**config.mk**
```make
export PLATFORM = sky130hd
export DESIGN_NAME = scan_route_dr
export DESIGN_NICKNAME = d
export VERILOG_FILES = /design/src/rtl/scan_route_pkg.sv /design/src/rtl/scan_route_decode.sv /design/src/rtl/scan_route_flag.sv /design/src/rtl/scan_route_shift.sv /design/src/rtl/scan_route_dr.sv
export SDC_FILE = /design/constraint.sdc
export NUM_CORES = 1
export LEC_CHECK = 0
export BUFFER_PORTS_ARGS = -buffer_cell sky130_fd_sc_hd__clkbuf_2
export CAP_MARGIN = 20
export CORE_ASPECT_RATIO = 0.7
export CORE_MARGIN = 5
export CORE_UTILIZATION = 50
export CTS_BUF_LIST = sky130_fd_sc_hd__clkbuf_16
export DETAILED_ROUTE_END_ITERATION = 12
export GPL_ROUTABILITY_DRIVEN = 0
export HOLD_SLACK_MARGIN = 0.15
export PLACE_DENSITY = 0.77
export SLEW_MARGIN = 5
export SYNTH_ARGS = -nofsm -noshare
export SYNTH_HDL_FRONTEND = slang
export SYNTH_SLANG_ARGS = --single-unit
export TNS_END_PERCENT = 5
```
**constraint.sdc**
```tcl
create_clock -name tck -period 1.7 [get_ports tck]
set_clock_uncertainty 0.1 [all_clocks]
set_input_delay 0.17 -clock tck [delete_from_list [all_inputs] [get_ports tck]]
set_output_delay 0.17 -clock tck [all_outputs]
set_load 0.02 [all_outputs]
```
**src/rtl/scan_route_pkg.sv**
```systemverilog
package scan_route_pkg;

    typedef enum logic {
        RD_LIVE  = 1'b0,
        RD_STALE = 1'b1
    } rd_state_e;

endpackage

```
**src/rtl/scan_route_decode.sv**
```systemverilog
module scan_route_decode #(
    parameter int BLK_W     = 3,
    parameter int REG_W     = 4,
    parameter int BLK_COUNT = 5,
    parameter int REG_COUNT = 12
) (
    input  logic [BLK_W-1:0] blk,
    input  logic [REG_W-1:0] rnum,
    output logic             hit
);
    logic blk_ok;
    logic reg_ok;

    generate
        if (BLK_COUNT >= (1 << BLK_W)) begin : g_blk_full
            assign blk_ok = 1'b1;
        end else begin : g_blk_part
            localparam logic [BLK_W:0] BLK_LIM = BLK_COUNT[BLK_W:0];
            assign blk_ok = ({1'b0, blk} < BLK_LIM);
        end
        if (REG_COUNT >= (1 << REG_W)) begin : g_reg_full
            assign reg_ok = 1'b1;
        end else begin : g_reg_part
            localparam logic [REG_W:0] REG_LIM = REG_COUNT[REG_W:0];
            assign reg_ok = ({1'b0, rnum} < REG_LIM);
        end
    endgenerate

    assign hit = blk_ok & reg_ok;

endmodule

```
**src/rtl/scan_route_flag.sv**
```systemverilog
module scan_route_flag (
    input  logic clk,
    input  logic rst_n,
    input  logic set_i,
    input  logic clr_i,
    output logic flag_o
);
    always_ff @(posedge clk or negedge rst_n) begin
        if (!rst_n) begin
            flag_o <= 1'b0;
        end else if (set_i) begin
            flag_o <= 1'b1;
        end else if (clr_i) begin
            flag_o <= 1'b0;
        end
    end
endmodule

```
**src/rtl/scan_route_shift.sv**
```systemverilog
module scan_route_shift #(
    parameter int DR_W   = 32,
    parameter int DATA_W = 24
) (
    input  logic              clk,
    input  logic              rst_n,
    input  logic              sel,
    input  logic              capture,
    input  logic              shift,
    input  logic              do_read,
    input  logic [DATA_W-1:0] rd_val,
    input  logic              wf_bit,
    input  logic              tdi,
    output logic [DR_W-1:0]   sr
);
    always_ff @(posedge clk or negedge rst_n) begin
        if (!rst_n) begin
            sr <= '0;
        end else if (sel) begin
            if (capture) begin
                sr[DR_W-1] <= wf_bit;
                if (do_read) begin
                    sr[DATA_W-1:0] <= rd_val;
                end
            end else if (shift) begin
                sr <= {tdi, sr[DR_W-1:1]};
            end
        end
    end
endmodule

```
**src/rtl/scan_route_dr.sv**
```systemverilog
module scan_route_dr
    import scan_route_pkg::*;
#(
    parameter int BLK_W     = 3,
    parameter int REG_W     = 4,
    parameter int DATA_W    = 24,
    parameter int BLK_COUNT = 5,
    parameter int REG_COUNT = 12
) (
    input  logic              tck,
    input  logic              rst_n,
    input  logic              sel_dr,
    input  logic              capture_dr,
    input  logic              shift_dr,
    input  logic              update_dr,
    input  logic              ir_update,
    input  logic              tdi,
    output logic              tdo,
    output logic [BLK_W-1:0]  bus_blk,
    output logic [REG_W-1:0]  bus_reg,
    output logic [DATA_W-1:0] bus_wdata,
    output logic              bus_we,
    input  logic [DATA_W-1:0] bus_rdata,
    input  logic              bus_busy
);
    localparam int DR_W   = 1 + BLK_W + REG_W + DATA_W;
    localparam int WE_BIT = DR_W - 1;
    localparam int REG_LO = DATA_W;
    localparam int BLK_LO = DATA_W + REG_W;

    logic [DR_W-1:0]   sr;
    logic              hit;
    logic              wf;
    logic              do_read;
    logic              wr_req;
    logic              fail_set;
    logic              cap_sel;
    logic [DATA_W-1:0] rd_val;
    rd_state_e         state_q, state_d;

    // Controller: state register
    always_ff @(posedge tck or negedge rst_n) begin
        if (!rst_n) begin
            state_q <= RD_LIVE;
        end else begin
            state_q <= state_d;
        end
    end

    // Controller: next state
    always_comb begin
        state_d = state_q;
        unique case (state_q)
            RD_LIVE: begin
                if (ir_update) state_d = RD_STALE;
            end
            RD_STALE: begin
                if (cap_sel && !ir_update) state_d = RD_LIVE;
            end
            default: state_d = RD_LIVE;
        endcase
    end

    // Controller: outputs
    always_comb begin
        do_read = 1'b0;
        unique case (state_q)
            RD_LIVE:  do_read = cap_sel;
            RD_STALE: do_read = 1'b0;
            default:  do_read = 1'b0;
        endcase
    end

    assign cap_sel   = sel_dr & capture_dr;
    assign wr_req    = sel_dr & update_dr & sr[WE_BIT] & hit;
    assign bus_we    = wr_req & ~bus_busy;
    assign fail_set  = wr_req & bus_busy;
    assign rd_val    = hit ? bus_rdata : '0;
    assign bus_blk   = sr[BLK_LO +: BLK_W];
    assign bus_reg   = sr[REG_LO +: REG_W];
    assign bus_wdata = sr[DATA_W-1:0];
    assign tdo       = sr[0];

    scan_route_decode #(
        .BLK_W     (BLK_W),
        .REG_W     (REG_W),
        .BLK_COUNT (BLK_COUNT),
        .REG_COUNT (REG_COUNT)
    ) u_decode (
        .blk  (bus_blk),
        .rnum (bus_reg),
        .hit  (hit)
    );

    scan_route_flag u_flag (
        .clk    (tck),
        .rst_n  (rst_n),
        .set_i  (fail_set),
        .clr_i  (cap_sel),
        .flag_o (wf)
    );

    scan_route_shift #(
        .DR_W   (DR_W),
        .DATA_W (DATA_W)
    ) u_shift (
        .clk     (tck),
        .rst_n   (rst_n),
        .sel     (sel_dr),
        .capture (capture_dr),
        .shift   (shift_dr),
        .do_read (do_read),
        .rd_val  (rd_val),
        .wf_bit  (wf),
        .tdi     (tdi),
        .sr      (sr)
    );

    assert_we_one_cycle_R3: assert property (@(posedge tck) disable iff (!rst_n)
        bus_we |=> !bus_we);

    assert_busy_sets_flag_R5: assert property (@(posedge tck) disable iff (!rst_n)
        (update_dr && sel_dr && sr[WE_BIT] && hit && bus_busy) |=> wf);

    assert_flag_cleared_R6: assert property (@(posedge tck) disable iff (!rst_n)
        cap_sel |=> !wf);

    assert_undecoded_no_we_R7: assert property (@(posedge tck) disable iff (!rst_n)
        bus_we |-> hit);

    assert_read_loads_R2: assert property (@(posedge tck) disable iff (!rst_n)
        (cap_sel && state_q == RD_LIVE) |=> sr[DATA_W-1:0] == $past(rd_val));

    assert_stale_keeps_R8: assert property (@(posedge tck) disable iff (!rst_n)
        (cap_sel && state_q == RD_STALE) |=> $stable(sr[DATA_W-1:0]));

    assert_hold_unselected_R10: assert property (@(posedge tck) disable iff (!rst_n)
        !sel_dr |=> $stable(sr));

endmodule

```
==> summary.md, run 1 <==
| Metric | Value |
|---|---|
| Fin. Hold Viols | 0 |
| Synth Area in Adders | 0 |
| Layout Nets | 301 |
| Syn nets | 262 |
| Post-Synthesis Cells | 229 |
| R2r setup slk | 0.09 ns |
| Cell area after layout | 2440 um^2 |
| Synth top area cells | dfrtp_1 41%, o32a_1 12%, buf_4 11% |
| Critical path class | reg2out |
| IO Count | 66 |
| Post-synthesis compound-gate area fraction | 0.200 |
| Post-synth top area share | 0.414 |
| Post-Syn Area | 2060 um^2 |
| Post-Synth Simple-Gate Area | 0.128 |
| Synth area leader | dfrtp_1 |
| Reg2reg path depth | 3 |
| CP peak stage delay | 0.37 ns |
| #FFs+latches synth | 34 |
| Commonest non-fill, non-tap cells in the layout | 64 x clkbuf_2, 34 x dfrtp_1, 27 x inv_1 |
| Final period util | 0.948 |
| Avg Cell Area, Syn | 8.98 um^2 |
| Worst path cell trace | and2_4 > buf_12 > nor4_4 > buf_4 |
| Reg-to-reg startpoint | state_q |
| Critical path required time | 1.43 ns |
| Total Power | 3.41 mW |
| RSZ-0062 raised after global routing | no |
| Ant diodes | 0 |
| Worst Tran Pin Value | 0.600 ns |
| Fill cell count | 356 |
| Critical path peak fanout | 13 |
| Final hold slack | 0.183 ns |
| Highest Signal Layer | met4 |
| Crit Reg-Reg Endpoint | u_shift.sr[14] |
| Synth Area in XOR/XNOR | 0 |
| Max Slew Vio Count | 0 |
| Die area | 5510 um^2 |
| CP arrival | 1.34 ns |
| Pwr/cell area | 1400 nW/um^2 |
| Final routed DRC violation total | 0 |
| Rel. slew slack | 0.600 |
| GR Overflow Total | 0 |
| YS warnings | 0 |
| Maximum vdd drop | 0.000820 V |
| LEAKAGE | 1.23 nW |
| Hold EP | u_shift.sr[31] |
| Min Tclk post-route | 1.61 ns |
| First-pass GRT wire length | 7620 um |
| CP startpoint kind | register |
| Routed WL per cell | 14.9 um |
| Largest family of logic cells by synthesized area | buffers and inverters |
| WL met2 | 2160 um |
| Initial core utilization | 0.521 |
| Hold Path Class | in2reg |
| Core area | 3950 um^2 |
| Htree depth | 2 |
| TritonCTS Buffers | 5 |
| Final TNS setup | 0 ns |
| Initial antenna violation count | 0 |
| Pin count of the biggest net entering global routing | 46 |
| DR iter-0 viols | 95 |
| Kind of end point of the critical path | primary output |
| Vias | 1712 |
| CTS max path bufs | 2 |
| Tot GR Track Use | 0.177 |
| Yosys cell types | 23 |
| Multiplexer share of the synthesized area | 0.0383 |
| Slowest stage cell, crit path | dfrtp_1 |
| Most common cell after layout, fill and taps aside | clkbuf_2 |
| CTS tree | done |
| Worst Setup Slack post-DPL | 0.108 ns |
| Min-delay src | sel_dr |
| Max Fclk | 620 MHz |
| Vias per cell | 5.35 |
| WL met1 | 2180 um |
| Drt first pass iters | 4 |
| Final WL | 4780 um |
| Routed wl met3 | 382 um |
| # rows | 19 |
| Die width | 86.6 um |
| Status | finished clean |
| Clock slew at reported path FFs | 0.05 ns |
| Synth-to-layout area growth | 18.5% |
| Sequential share of the synthesized area | 0.414 |
| Worst hold stages | 3 |
| I/O Buffers | 65 |
| Final setup viols | 0 |
| Max cap viols | 0 |
| Dpl cell area | 2190 um^2 |
| Number of routed nets with antenna violations | 0 |
| HPWL Detailed | 3270 um |
| Die Y | 63.6 um |
| Vias in the first global route | 1591 |
| Clock root cell | clkbuf_16 |
| Clock Latency Late Sink | 0.28 ns |
| Layout cells sized above 1 | 0.354 |
| Setup ws final | 0.0876 ns |
| Clock Sinks | 34 |
==> power by group <==
| group | switching (mW) | leakage [nW] | internal [mW] |
|---|---|---|---|
| registers | 0.171 | 0.393 | 1.02 |
| logic | 0.783 | 0.765 | 0.600 |
| clock network | 0.313 | 0.0723 | 0.523 |
==> worst max-delay path by stage <==
stage | end | cells after the start | slack (ns) | from
detailed placement | u_shift.sr[14] | 3 | 0.11 | state_q
global placement | u_shift.sr[2] | 5 | 0.14 | capture_dr
global route | u_shift.sr[30] | 5 | 0.006 | capture_dr
CTS | bus_we | 4 | 0.01 | u_shift.sr[27]
floorplan | bus_we | 4 | 0.07 | u_shift.sr[28]
finish | bus_we | 4 | 0.09 | u_shift.sr[27]
==> metrics by stage <==
stage,util,instances
CTS,0.604,318
global route,0.617,320
finish,0.617,320
detailed placement,0.556,305
floorplan,-,229
global placement,0.556,305
==> worst max-delay path: cells and delay by family (launching register included) <==
family / cells / cell delay (ns)
flops: 1 / 0.37
simple gates: 2 / 0.37
buf+inv: 2 / 0.32
==> sequential cells by signal (all words and copies together) (netlist names) <==
signal / count
state_q: 1
u_flag.flag_o: 1
u_shift.sr: 32
==> Yosys cell counts <==
master    count
a21bo_1       1
a21o_1        1
a21oi_1      25
a22o_1        1
and2_1        1
buf_2        10
buf_4        31
buf_6         5
clkbuf_1      5
dfrtp_1      34
inv_1        25
mux2_2        7
nand2_1      25
nand3_1       2
nand3b_1      1
nor2_1        1
nor2_4        1
nor3_1       25
nor4_1        1
o21a_1        1
o21ai_0       1
o22ai_1       1
o32a_1       24
==> timing repair <==
item,CTS,global route
endpoints found under the setup margin,1,1
cloned,0,1
endpoints found under the hold margin,24,0
pin swaps,0,0
setup buffers,2,1
hold buffers,4,0
gates resized for setup,1,6
==> cell type report <==
cell class | instances | area [um^2] | share of cell area
Clock inverter | 2 | 7.51 | 0.00308
Multi-Input combinational cell | 119 | 778 | 0.319
Clock buffer | 5 | 125 | 0.0514
Sequential cell | 34 | 851 | 0.349
Inverter | 25 | 93.8 | 0.0385
Timing Repair Buffer | 83 | 515 | 0.212
Tap cell | 52 | 65.1 | 0.0267
==> kinds of logic after synthesis <==
| kind of cell | Yosys count |
|---|---|
| AOI/OAI and AO/OA | 55 |
| buffers and inverters | 76 |
| DFF | 34 |
| muxes | 7 |
| and+or+nand+nor | 57 |
==> routing by layer <==
metal | vias to the layer above | global-route usage
li1 | 844 | -
met1 | 806 | 0.241
met2 | 56 | 0.256
met3 | 6 | 0.0573
met4 | 0 | 0.0759
met5 | - | 0
No activity file was read; power rests on OpenSTA's default activity.
==> inputs of run 2 (changes only) <==
--- a/config.mk
+++ b/config.mk
@@ -15,6 +15,7 @@
 export GPL_ROUTABILITY_DRIVEN = 0
 export HOLD_SLACK_MARGIN = 0.15
 export PLACE_DENSITY = 0.77
+export SETUP_SLACK_MARGIN = 0.5
 export SLEW_MARGIN = 5
 export SYNTH_ARGS = -nofsm -noshare
 export SYNTH_HDL_FRONTEND = slang
==> run 2 against run 1 <==
Sequential power is essentially flat; flip-flop and latch count is the same; critical endpoint unchanged; design area grew 1.0%; critical path type unchanged; largest cell class unchanged.
==> summary.md, run 2 (same netlist as run 1, synthesis figures left out) <==
| Metric | Value |
|---|---|
| Status | finished clean |
| Max FFs per register | 32 |
| Clock slew at reported path FFs | 0.05 ns |
| Reg2reg path depth | 3 |
| Cell area after layout | 2460 um^2 |
| Pwr/cell area | 1420 nW/um^2 |
| Routed WL per cell | 15.5 um |
| Final TNS setup | 0 ns |
| CP arrival | 1.38 ns |
| Clock root cell | clkbuf_16 |
| # rows | 19 |
| Number of routed nets with antenna violations | 0 |
| Vias per cell | 5.34 |
| Final period util | 0.971 |
| Family with the most delay on the worst path | flip-flops |
| Clock Sinks | 34 |
| I/O Buffers | 65 |
| Ant diodes | 0 |
| Initial core utilization | 0.521 |
| CP startpoint kind | register |
| Most common cell after layout, fill and taps aside | clkbuf_2 |
| Critical Path Start | u_shift.sr[29] |
| Final routed DRC violation total | 0 |
| Commonest non-fill, non-tap cells in the layout | 64 x clkbuf_2, 34 x dfrtp_1, 26 x inv_1 |
| Layout Nets | 303 |
| WL met1 | 2190 um |
| Fin. Hold Viols | 0 |
| Vias in the first global route | 1652 |
| CP peak stage delay | 0.38 ns |
| Min-delay src | tdi |
| IO Count | 66 |
| RSZ-0062 raised after global routing | yes |
| Max Fclk | 606 MHz |
| Max cap viols | 0 |
| Worst Tran Pin Value | 0.561 ns |
| Synth-to-layout area growth | 19.7% |
| Tot GR Track Use | 0.188 |
| Critical path peak fanout | 2 |
| Maximum vdd drop | 0.000764 V |
| Reg-to-reg startpoint | state_q |
| Critical path required time | 1.43 ns |
| Final setup viols | 0 |
| First-pass GRT wire length | 8060 um |
| Largest registers | u_shift.sr (32), state_q (1), u_flag.flag_o (1) |
| Setup ws final | 0.0498 ns |
| Worst hold stages | 4 |
| Post-Route Utilization | 0.624 |
| Die area | 5510 um^2 |
| Slowest stage cell, crit path | dfrtp_1 |
| Routed wl met3 | 439 um |
| Htree depth | 2 |
| Dpl cell area | 2210 um^2 |
| Vias | 1724 |
| Combined buffer and inverter count along the critical path | 1 |
| TritonCTS Buffers | 5 |
| Max Slew Vio Count | 0 |
| Hold Path Class | in2reg |
| CTS max path bufs | 2 |
| WL met2 | 2310 um |
| Final WL | 5000 um |
| Core area | 3950 um^2 |
| Largest Register | u_shift.sr |
| Min Tclk post-route | 1.65 ns |
| Rel. slew slack | 0.625 |
| Worst Setup Slack post-DPL | 0.117 ns |
| Drt first pass iters | 4 |
| Pin count of the biggest net entering global routing | 39 |
| Clock Latency Late Sink | 0.28 ns |
| LEAKAGE | 1.25 nW |
| Layout cells sized above 1 | 0.365 |
| Kind of end point of the critical path | primary output |
| HPWL Detailed | 3300 um |
| Highest Signal Layer | met4 |
| GR Overflow Total | 0 |
| Critical path class | reg2out |
| Die width | 86.6 um |
| Worst path depth | 3 |
| Initial antenna violation count | 0 |
| DR iter-0 viols | 110 |
| Die Y | 63.6 um |
| Worst path cell trace | o21a_2 > nor4_4 > clkbuf_8 |
| CTS tree | done |
-- run 2: changes by cell type in the layout (fill, tap and decap cells not counted) --
| cell | delta |
|---|---|
| buf_4 | +2 |
| o21a_2 | +1 |
| clkinv_1 | +1 |
| dlygate4sd3_1 | -1 |
| clkbuf_16 | -1 |
| clkbuf_8 | +1 |
| clkinv_2 | +1 |
| bufbuf_16 | +1 |
| o21a_4 | -1 |
| inv_1 | -1 |
-- run 2: cell type report --
type | count | area [um^2]
multi-input combinational | 119 | 772
sequential | 34 | 851
fill | 382 | 1490
clock inverter | 3 | 12.5
inverter | 25 | 93.8
clock buffer | 5 | 125
tap | 52 | 65.1
timing repair buffer | 85 | 542
-- run 2: worst paths after layout --
check,to,slack (ns)
worst max register to register,u_shift.sr[16],0.07
worst min register to register,u_shift.sr[9],0.42
worst max-delay path,bus_we,0.05
max in group asynchronous,u_shift.sr[13],0.82
worst min-delay path,u_shift.sr[31],0.21
min in group asynchronous,u_shift.sr[1],0.36
-- run 2: metal layers --
layer	vias up	global-route usage
met4	0	0.0564
li1	849	-
met1	806	0.257
met5	-	0
met3	7	0.0807
met2	62	0.269
-- run 2: report_power, final --
group	total [mW]	switching (mW)	internal [mW]
logic	1.46	0.800	0.656
registers	1.18	0.162	1.02
clock network	0.852	0.323	0.528
-- run 2: worst min-delay path: cells and delay by family --
| family | cells | cell delay, ns |
|---|---|---|
| AO/OA/AOI/OAI | 2 | 0.14 |
| buffers and inverters | 1 | 0.08 |
| AND/OR/NAND/NOR | 1 | 0.14 |
-- run 2: what timing repair did --
item / CTS / global route
endpoints found under the hold margin: 36 / 0
hold buffers: 3 / 0
setup buffers: 5 / 0
setup endpoints to repair: 26 / 37
pin swaps: 2 / 0
gates cloned: 1 / 0
gates resized for setup: 5 / 0
-- run 2: stage by stage --
step / hold WS (ns) / power, mW / std cells
global placement: 0.127 / 2.44 / 306
floorplan: -0.226 / 2.33 / 229
CTS: 0.200 / 3.51 / 323
detailed placement: 0.123 / 2.47 / 306
global route: 0.234 / 3.70 / 323
finish: 0.205 / 3.49 / 323
==> inputs of run 3 (changes only) <==
--- a/config.mk
+++ b/config.mk
@@ -15,7 +15,7 @@
 export GPL_ROUTABILITY_DRIVEN = 0
 export HOLD_SLACK_MARGIN = 0.15
 export PLACE_DENSITY = 0.77
-export SETUP_SLACK_MARGIN = 0.5
+export RECOVER_POWER = 25
 export SLEW_MARGIN = 5
 export SYNTH_ARGS = -nofsm -noshare
 export SYNTH_HDL_FRONTEND = slang
==> run 3 against run 2 <==
Cell count shrank 0.93%; via count shrank 0.99%; critical path type unchanged; setup slack gained 0.038 ns; combinational power shrank 5%; first-iteration DRC count shrank 13%; critical endpoint unchanged.
==> summary.md, run 3 (same netlist as run 1, synthesis figures left out) <==
| Metric | Value |
|---|---|
| Setup ws final | 0.0882 ns |
| Max FFs per register | 32 |
| Vias | 1707 |
| Synth-to-layout area growth | 18.4% |
| HPWL Detailed | 3270 um |
| Largest registers | u_shift.sr (32), state_q (1), u_flag.flag_o (1) |
| Max cap viols | 0 |
| Pin count of the biggest net entering global routing | 46 |
| Critical path peak fanout | 13 |
| Final period util | 0.948 |
| LEAKAGE | 1.22 nW |
| Sequential share of power | 0.350 |
| Die Y | 63.6 um |
| Die width | 86.6 um |
| Most common cell after layout, fill and taps aside | clkbuf_2 |
| CP arrival | 1.34 ns |
| Fin. Hold Viols | 0 |
| I/O Buffers | 65 |
| Slowest stage cell, crit path | dfrtp_1 |
| Layout cells sized above 1 | 0.347 |
| Max Fclk | 620 MHz |
| Drt first pass iters | 4 |
| Maximum vdd drop | 0.000815 V |
| Die area | 5510 um^2 |
| First-pass GRT wire length | 7620 um |
| # rows | 19 |
| Hold Path Class | in2reg |
| Combined buffer and inverter count along the critical path | 2 |
| Worst Setup Slack post-DPL | 0.108 ns |
| TritonCTS Buffers | 5 |
| Family with the most delay on the worst path | flip-flops |
| Min Tclk post-route | 1.61 ns |
| Layout Nets | 301 |
| Initial antenna violation count | 0 |
| Tot GR Track Use | 0.177 |
| Core area | 3950 um^2 |
| Post-Route Utilization | 0.617 |
| GR Overflow Total | 0 |
| Clock root cell | clkbuf_16 |
| Critical path required time | 1.43 ns |
| Critical path class | reg2out |
| Post-Place Cells | 305 |
| Vias per cell | 5.33 |
| Worst path cell trace | and2_4 > buf_12 > nor4_4 > buf_4 |
| Htree depth | 2 |
| Max Slew Vio Count | 0 |
| Largest Register | u_shift.sr |
| CTS max path bufs | 2 |
| Ant diodes | 0 |
| NetSw | 1.26 mW |
| Final TNS setup | 0 ns |
| CP peak stage delay | 0.37 ns |
| Final routed DRC violation total | 0 |
| Non-filler instance count after layout | 320 |
| Routed WL per cell | 14.9 um |
| Clock Sinks | 34 |
| Internal | 2.14 mW |
| Pwr/cell area | 1400 nW/um^2 |
| Initial core utilization | 0.521 |
| Kind of end point of the critical path | primary output |
| RSZ-0062 raised after global routing | no |
| Sw frac | 0.371 |
| Commonest non-fill, non-tap cells in the layout | 62 x clkbuf_2, 34 x dfrtp_1, 27 x inv_1 |
| Vias in the first global route | 1591 |
| Status | finished clean |
| DR iter-0 viols | 96 |
| Number of routed nets with antenna violations | 0 |
| CTS tree | done |
| Worst Tran Pin Value | 0.598 ns |
| CP startpoint kind | register |
| Clock Power Share | 0.245 |
| Total Power | 3.40 mW |
| IO Count | 66 |
| Final setup viols | 0 |
| Clock slew at reported path FFs | 0.05 ns |
| Rel. slew slack | 0.601 |
| Clock Latency Late Sink | 0.28 ns |
| Final WL | 4770 um |
| Comb power frac | 0.405 |
## run 3: routing by layer
metal  global-route usage  vias up  wire length [um]
met5                    0        -                 0
li1                     -      843                 -
met3               0.0573        6               401
met1                0.241      800              2140
met2                0.256       58              2180
met4               0.0759        0                55
## run 3: timing repair
item,in CTS,in global routing
setup buffers,2,1
endpoints found under the hold margin,24,0
hold buffers,4,0
cloned,0,1
endpoints found under the setup margin,1,1
resized for setup,1,6
## run 3: area by class of cell
class                   count  area (um^2)
inverters                  25         93.8
fillers                   358         1510
clock buffers               5          125
flip-flops and latches     34          851
clock inverters             2         7.51
multi-input cells         119          778
well taps                  52         65.1
repair buffers             83          513
## run 3: per-stage QoR
stage	hold WS [ns]	instance area (um^2)
floorplan	-0.226	2060
global placement	0.0931	2190
detailed placement	0.0999	2190
CTS	0.172	2380
global route	0.211	2430
finish	0.183	2430
## run 3: path summary, 6_finish.rpt
path,startpoint,endpoint,slack [ns],cells past startpoint
worst max-delay path,u_shift.sr[27],bus_we,0.09,4
worst min-delay path,sel_dr,u_shift.sr[31],0.18,3
worst max register to register,state_q,u_shift.sr[14],0.10,3
worst min register to register,u_flag.flag_o,u_flag.flag_o,0.39,1
max in group asynchronous,rst_n,u_shift.sr[26],0.64,3
min in group asynchronous,rst_n,u_shift.sr[4],0.33,2
## run 3: power groups by stage
stage                     clock network [mW]  registers (mW)  logic [mW]
after detailed placement                   0            1.21        1.23
after global placement                     0            1.20        1.21
after global routing                   0.889            1.22        1.51
after floorplan                            0            1.16        1.13
final                                  0.835            1.19        1.38
after CTS                              0.855            1.19        1.29
## run 3: worst register-to-register path, cell delays in order, from the launching register on
cell and delay [ns]:
dfrtp_1 0.39, a21bo_1 0.29, nor2_4 0.49, o32a_1 0.26
